### src/rtl/pcseq_pkg.sv
package pcseq_pkg;
  typedef enum logic [2:0] {
    XK_NONE   = 3'd0,
    XK_COND   = 3'd1,
    XK_UNCOND = 3'd2,
    XK_JREG   = 3'd3,
    XK_JABS   = 3'd4
  } xfer_kind_e;
endpackage

### src/rtl/pcseq_target.sv
module pcseq_target #(
  parameter int XLEN  = 32,
  parameter int OFF_W = 16,
  parameter int IDX_W = 26
) (
  input  logic [2:0]       kind,
  input  logic [XLEN-1:0]  npc,
  input  logic [OFF_W-1:0] offset,
  input  logic [IDX_W-1:0] jidx,
  input  logic [XLEN-1:0]  reg_tgt,
  output logic [XLEN-1:0]  target
);
  import pcseq_pkg::*;

  localparam int DISP_W = OFF_W + 2;
  localparam int EXT_W  = XLEN - DISP_W;
  localparam int REG_W  = XLEN - IDX_W - 2;

  logic [XLEN-1:0] disp;
  logic [XLEN-1:0] rel_tgt;
  logic [XLEN-1:0] abs_tgt;

  assign disp    = {{EXT_W{offset[OFF_W-1]}}, offset, 2'b00};
  assign rel_tgt = npc + disp;
  assign abs_tgt = {npc[XLEN-1 -: REG_W], jidx, 2'b00};

  always_comb begin
    case (xfer_kind_e'(kind))
      XK_JREG: target = reg_tgt;
      XK_JABS: target = abs_tgt;
      default: target = rel_tgt;
    endcase
  end
endmodule

### src/rtl/pcseq_decide.sv
module pcseq_decide (
  input  logic [2:0] kind,
  input  logic       cond_met,
  input  logic       likely,
  output logic       redirect,
  output logic       squash
);
  import pcseq_pkg::*;

  always_comb begin
    redirect = 1'b0;
    squash   = 1'b0;
    case (xfer_kind_e'(kind))
      XK_COND: begin
        redirect = cond_met;
        squash   = !cond_met && likely;
      end
      XK_UNCOND, XK_JREG, XK_JABS: redirect = 1'b1;
      default: ;
    endcase
  end
endmodule

### src/rtl/dbr_pc_seq.sv
module dbr_pc_seq #(
  parameter int          XLEN      = 32,
  parameter int          OFF_W     = 16,
  parameter int          IDX_W     = 26,
  parameter logic [31:0] RESET_VEC = 32'hBFC0_0000
) (
  input  logic             clk,
  input  logic             rst,
  input  logic             stall,
  input  logic [2:0]       kind,
  input  logic             cond_met,
  input  logic             likely,
  input  logic             link,
  input  logic [OFF_W-1:0] offset,
  input  logic [IDX_W-1:0] jidx,
  input  logic [XLEN-1:0]  reg_tgt,
  output logic [XLEN-1:0]  pc_q,
  output logic [XLEN-1:0]  npc_q,
  output logic [XLEN-1:0]  nnpc_q,
  output logic             link_we,
  output logic [XLEN-1:0]  link_val,
  output logic             annul
);
  import pcseq_pkg::*;

  localparam logic [XLEN-1:0] STEP  = XLEN'(4);
  localparam logic [XLEN-1:0] STEP2 = XLEN'(8);
  localparam logic [XLEN-1:0] VEC   = XLEN'(RESET_VEC);

  logic [XLEN-1:0] target;
  logic            redirect;
  logic            squash;
  logic            is_xfer;

  assign is_xfer = (xfer_kind_e'(kind) != XK_NONE);

  pcseq_target #(.XLEN(XLEN), .OFF_W(OFF_W), .IDX_W(IDX_W)) u_target (
    .kind    (kind),
    .npc     (npc_q),
    .offset  (offset),
    .jidx    (jidx),
    .reg_tgt (reg_tgt),
    .target  (target)
  );

  pcseq_decide u_decide (
    .kind     (kind),
    .cond_met (cond_met),
    .likely   (likely),
    .redirect (redirect),
    .squash   (squash)
  );

  always_ff @(posedge clk) begin
    if (rst) begin
      pc_q     <= VEC;
      npc_q    <= VEC + STEP;
      nnpc_q   <= VEC + STEP2;
      link_we  <= 1'b0;
      link_val <= '0;
      annul    <= 1'b0;
    end else if (stall) begin
      link_we <= 1'b0;
      annul   <= 1'b0;
    end else begin
      link_we <= link && is_xfer;
      if (link && is_xfer) link_val <= nnpc_q;
      annul <= squash;
      if (squash) begin
        pc_q   <= nnpc_q;
        npc_q  <= nnpc_q + STEP;
        nnpc_q <= nnpc_q + STEP2;
      end else if (redirect) begin
        pc_q   <= npc_q;
        npc_q  <= target;
        nnpc_q <= target + STEP;
      end else begin
        pc_q   <= npc_q;
        npc_q  <= nnpc_q;
        nnpc_q <= nnpc_q + STEP;
      end
    end
  end


  seq_advance_chk: assert property (@(posedge clk) disable iff (rst)
    (!stall && kind == 3'd0) |=> (pc_q == $past(npc_q) && npc_q == $past(nnpc_q)));


  stall_hold_chk: assert property (@(posedge clk) disable iff (rst)
    stall |=> ($stable(pc_q) && $stable(npc_q) && $stable(nnpc_q) && !link_we && !annul));


  annul_cause_chk: assert property (@(posedge clk) disable iff (rst)
    (!stall && kind == 3'd1 && !cond_met && likely) |=> (annul && pc_q == $past(nnpc_q)));


  link_value_chk: assert property (@(posedge clk) disable iff (rst)
    (!stall && link && kind != 3'd0) |=> (link_we && link_val == $past(nnpc_q)));


  delay_slot_runs_chk: assert property (@(posedge clk) disable iff (rst)
    (!stall && redirect) |=> (pc_q == $past(npc_q) && nnpc_q == npc_q + STEP));
endmodule

### config.mk
export PLATFORM = sky130hd
export DESIGN_NAME = dbr_pc_seq
export DESIGN_NICKNAME = d
export VERILOG_FILES = /design/src/rtl/pcseq_pkg.sv /design/src/rtl/pcseq_target.sv /design/src/rtl/pcseq_decide.sv /design/src/rtl/dbr_pc_seq.sv
export SDC_FILE = /design/constraint.sdc
export NUM_CORES = 1
export LEC_CHECK = 0
export BUFFER_PORTS_ARGS = -buffer_cell sky130_fd_sc_hd__buf_2
export CAP_MARGIN = 10
export CORE_MARGIN = 1.5
export CORE_UTILIZATION = 35
export DETAILED_ROUTE_END_ITERATION = 8
export PLACE_DENSITY_LB_ADDON = 0.05
export REMOVE_ABC_BUFFERS = 1
export SYNTH_ARGS = -nofsm -noshare
export SYNTH_HDL_FRONTEND = slang
export SYNTH_SLANG_ARGS = --single-unit
### constraint.sdc
create_clock -name clk -period 4.1 [get_ports clk]
set_input_delay 0.615 -clock clk [delete_from_list [all_inputs] [get_ports clk]]
set_output_delay 0.615 -clock clk [all_outputs]
set_load 0.05 [all_outputs]
==> flow_summary.ini <==
[grt]
grt_first_pass_wirelength_mm = 61.58
grt-ovfl-total = 0
grt_max_degree = 92
grt_use_total = 0.2787
antenna_found_initial = 0
grt_pass1_vias = 10730

[timing]
period_share = 0.9494
hold_viol = 0
rsz0062_at_grt = no
maxSlewHeadroom = 0.3197
slew_violations = 0
skew_ns = 0.01404
hold_ws_ns = 0.4082
max_freq_ghz = 0.2569
finalSetupViolations = 0
tightestPinTransition_ns = 1.020
period_minus_slack_ns = 3.892

[logic_synthesis]
ys_top_cells_by_area = dfxtp_1 (27%), nand2_1 (9.4%), a21oi_1 (8.8%), nor2_1 (6.0%), o21ai_0 (4.7%)
ys_ff_latch = 130
async_flop_share = 0
yosys.area.top_type_share = 0.2652
netlist_instances = 1432
yosysSeqAreaShare = 0.2652
yosysUniqueCellTypes = 74
synth_area_per_cell_um2 = 6.853
netlist_area_um2 = 9813
yosys.area.top_type = dfxtp_1
synth-edff-count = 0
yosys_warnings = 0
synth-main-ff-cell = dfxtp_1

[clock_tree]
cts_buffers = 17
clock_latency_ns = 0.44
hold_buffers = 0
htreeDepth = 4
cts_root_buffer = clkbuf_16
clock_sinks = 130
clk_pin_slew_ns = 0.07
cts_tree = built
clock_path_buffers = 2
post_cts_buffers = 0

[worst_setup_path]
worstPathRequired_ns = 4.38
r2r_cells = 14
rrSetupSlack_ns = 0.21
cp_max_fo = 4
cp-end-kind = register
cp.arrival_ns = 4.17
critPathKind = reg -> reg
cp-start-kind = register
rr_endpoint = nnpc_q[26]
r2r_start = npc_q[2]

[drt]
drt_iter0_drc = 778
drc_errors = 0
drt_wl_total_mm = 40.71
met1_length_mm = 17.58
maxUsedRoutingLayer = met4
wl_met3_mm = 1.966
viasPerCell = 5.726
routedWlPerCell_um = 20.17
firstDrtPassIters = 7
ant_nets = 0
wl_met2_mm = 19.85
num_vias = 11560

[power_and_ir_drop]
p_leak_nw = 5.050
ir_worst_vdd_v = 0.0002873
p_per_area_nw_per_um2 = 384.8

[layout]
stdcell_count = 2018
syn_to_final_growth_pct = 24.98
final_layout_size_suffix_gt1_frac = 0.2171
finalNetCount = 1743
fillers = 2952
antennaDiodeCount = 0

[floorplan]
coreArea_um2 = 27710
die_area_um2 = 29050
io_pins = 213
start_util = 0.3542
die_h_um = 170.4
die_w_um = 170.4
rows = 61

[run]
drv_cap = 0

[worst_hold_path]
min_to = nnpc_q[21]
hold_path_class = in -> reg
hold_start = rst
min_delay_path_depth = 2

[placed_design]
hpwl_mm = 29.88
globalplace.congestion = 0.9188
dp_cells = 1986
io_buffers = 212

[outcome]
status = finished, final reports clean
-- report_power, final --
group          switching, mW  leakage (nW)  internal (mW)  total (mW)
logic                   1.04          3.70          0.566        1.61
registers              0.124          1.06           1.34        1.47
clock network          0.672         0.291          0.971        1.64
total                   1.84          5.05           2.88        4.72
-- per-stage QoR --
| stage | utilization | setup slack, ns | power, mW | cell area (um2) | setup TNS, ns |
|---|---|---|---|---|---|
| global route | 0.4427 | 0.02516 | 4.925 | 12260 | 0 |
| floorplan | - | -0.9887 | 2.475 | 9340 | -27.84 |
| finish | 0.4427 | 0.2075 | 4.719 | 12260 | 0 |
| CTS | 0.4421 | 0.2052 | 4.736 | 12250 | 0 |
| global placement | 0.4200 | 0.03772 | 3.088 | 11640 | 0 |
| detailed placement | 0.4200 | -0.04004 | 3.092 | 11640 | -0.04840 |
-- cells in the final DEF (no fill, tap or decap), types with 32 or more instances in the layout --
| cell type | synthesis | routed |
|---|---|---|
| xnor2_1 | 35 | 35 |
| nor3_1 | 33 | 33 |
| o21ai_0 | 93 | 93 |
| buf_4 | 0 | 86 |
| ha_1 | 32 | 32 |
| buf_2 | 6 | 210 |
| nor2_1 | 157 | 155 |
| dfxtp_1 | 130 | 130 |
| nand3_1 | 33 | 33 |
| a21oi_1 | 173 | 173 |
| nand2_1 | 246 | 245 |
-- cells in the mapped netlist, types with 11 or more instances --
master and instances:
dfxtp_1 130, xor2_1 21, xnor2_1 35, and3_1 14, nand3_1 33, ha_1 32
a21oi_1 173, nand4_1 20, o21ai_0 93, a31oi_1 16, a22oi_1 21, clkbuf_1 104
buf_1 14, inv_1 26, a22o_1 11, nand2_1 246, a21o_1 11, nor3_1 33
or3_1 11, a221oi_1 16, nor2_1 157, o211ai_1 13, o21a_1 16, a211oi_1 20
-- registers in the layout, summed over array words and instances (netlist names) --
name and cells:
link_val 32, annul 1, npc_q 32, link_we 1, nnpc_q 32, pc_q 32
-- worst max path at each step --
stage | start | to | slack, ns | cells past startpoint
after floorplan | kind[0] | nnpc_q[30] | -0.99 | 11
after global placement | offset[0] | nnpc_q[26] | 0.04 | 15
after detailed placement | offset[6] | nnpc_q[26] | -0.04 | 13
after CTS | npc_q[2] | nnpc_q[26] | 0.21 | 14
after global routing | npc_q[2] | nnpc_q[17] | 0.03 | 15
final | npc_q[2] | nnpc_q[26] | 0.21 | 14
-- routing by layer --
layer  track usage  vias up
met1        0.3474     5507
met5             0        -
met3       0.03628       76
li1              -     5569
met2        0.4808      403
met4        0.1189        0
-- worst max-delay path, stage by stage, from the launching register on --
cell,delay [ns]
dfxtp_1,0.43
ha_1,0.21
inv_1,0.05
fa_1,0.41
nor2b_1,0.26
o2111ai_1,0.19
nand2_1,0.15
mux2_4,0.32
a22oi_2,0.19
o2111ai_1,0.22
or3_1,0.45
or3_4,0.39
or3_1,0.31
nand3_1,0.08
a31oi_1,0.07
-- logic make-up (layout without fill, tap and decap cells) --
family                   Yosys count  after routing  share of synthesized area
AO/OA/AOI/OAI                    487            487                     0.3180
XOR/XNOR                          56             56                    0.04998
adder cells (fa/ha/maj)           33             33                    0.04284
buffers and inverters            150            358                    0.05814
flip-flops                       130            130                     0.2652
multiplexers                       7              7                   0.007650
AND/OR/NAND/NOR                  569            569                     0.2582
-- what timing repair did --
action	in CTS	in global routing
resized for setup	0	3
endpoints found under the setup margin	0	4
hold endpoints to repair	0	0
-- area by class of cell --
type,instances,area [um2],area share
tap,378,473.0,0.03856
clock buffer,19,432.9,0.03530
multi-input combinational,1152,6704,0.5466
clock inverter,13,177.7,0.01449
inverter,26,97.59,0.007958
sequential,130,2603,0.2122
timing repair buffer,300,1777,0.1449
No activity file was read; power rests on OpenSTA's default activity.
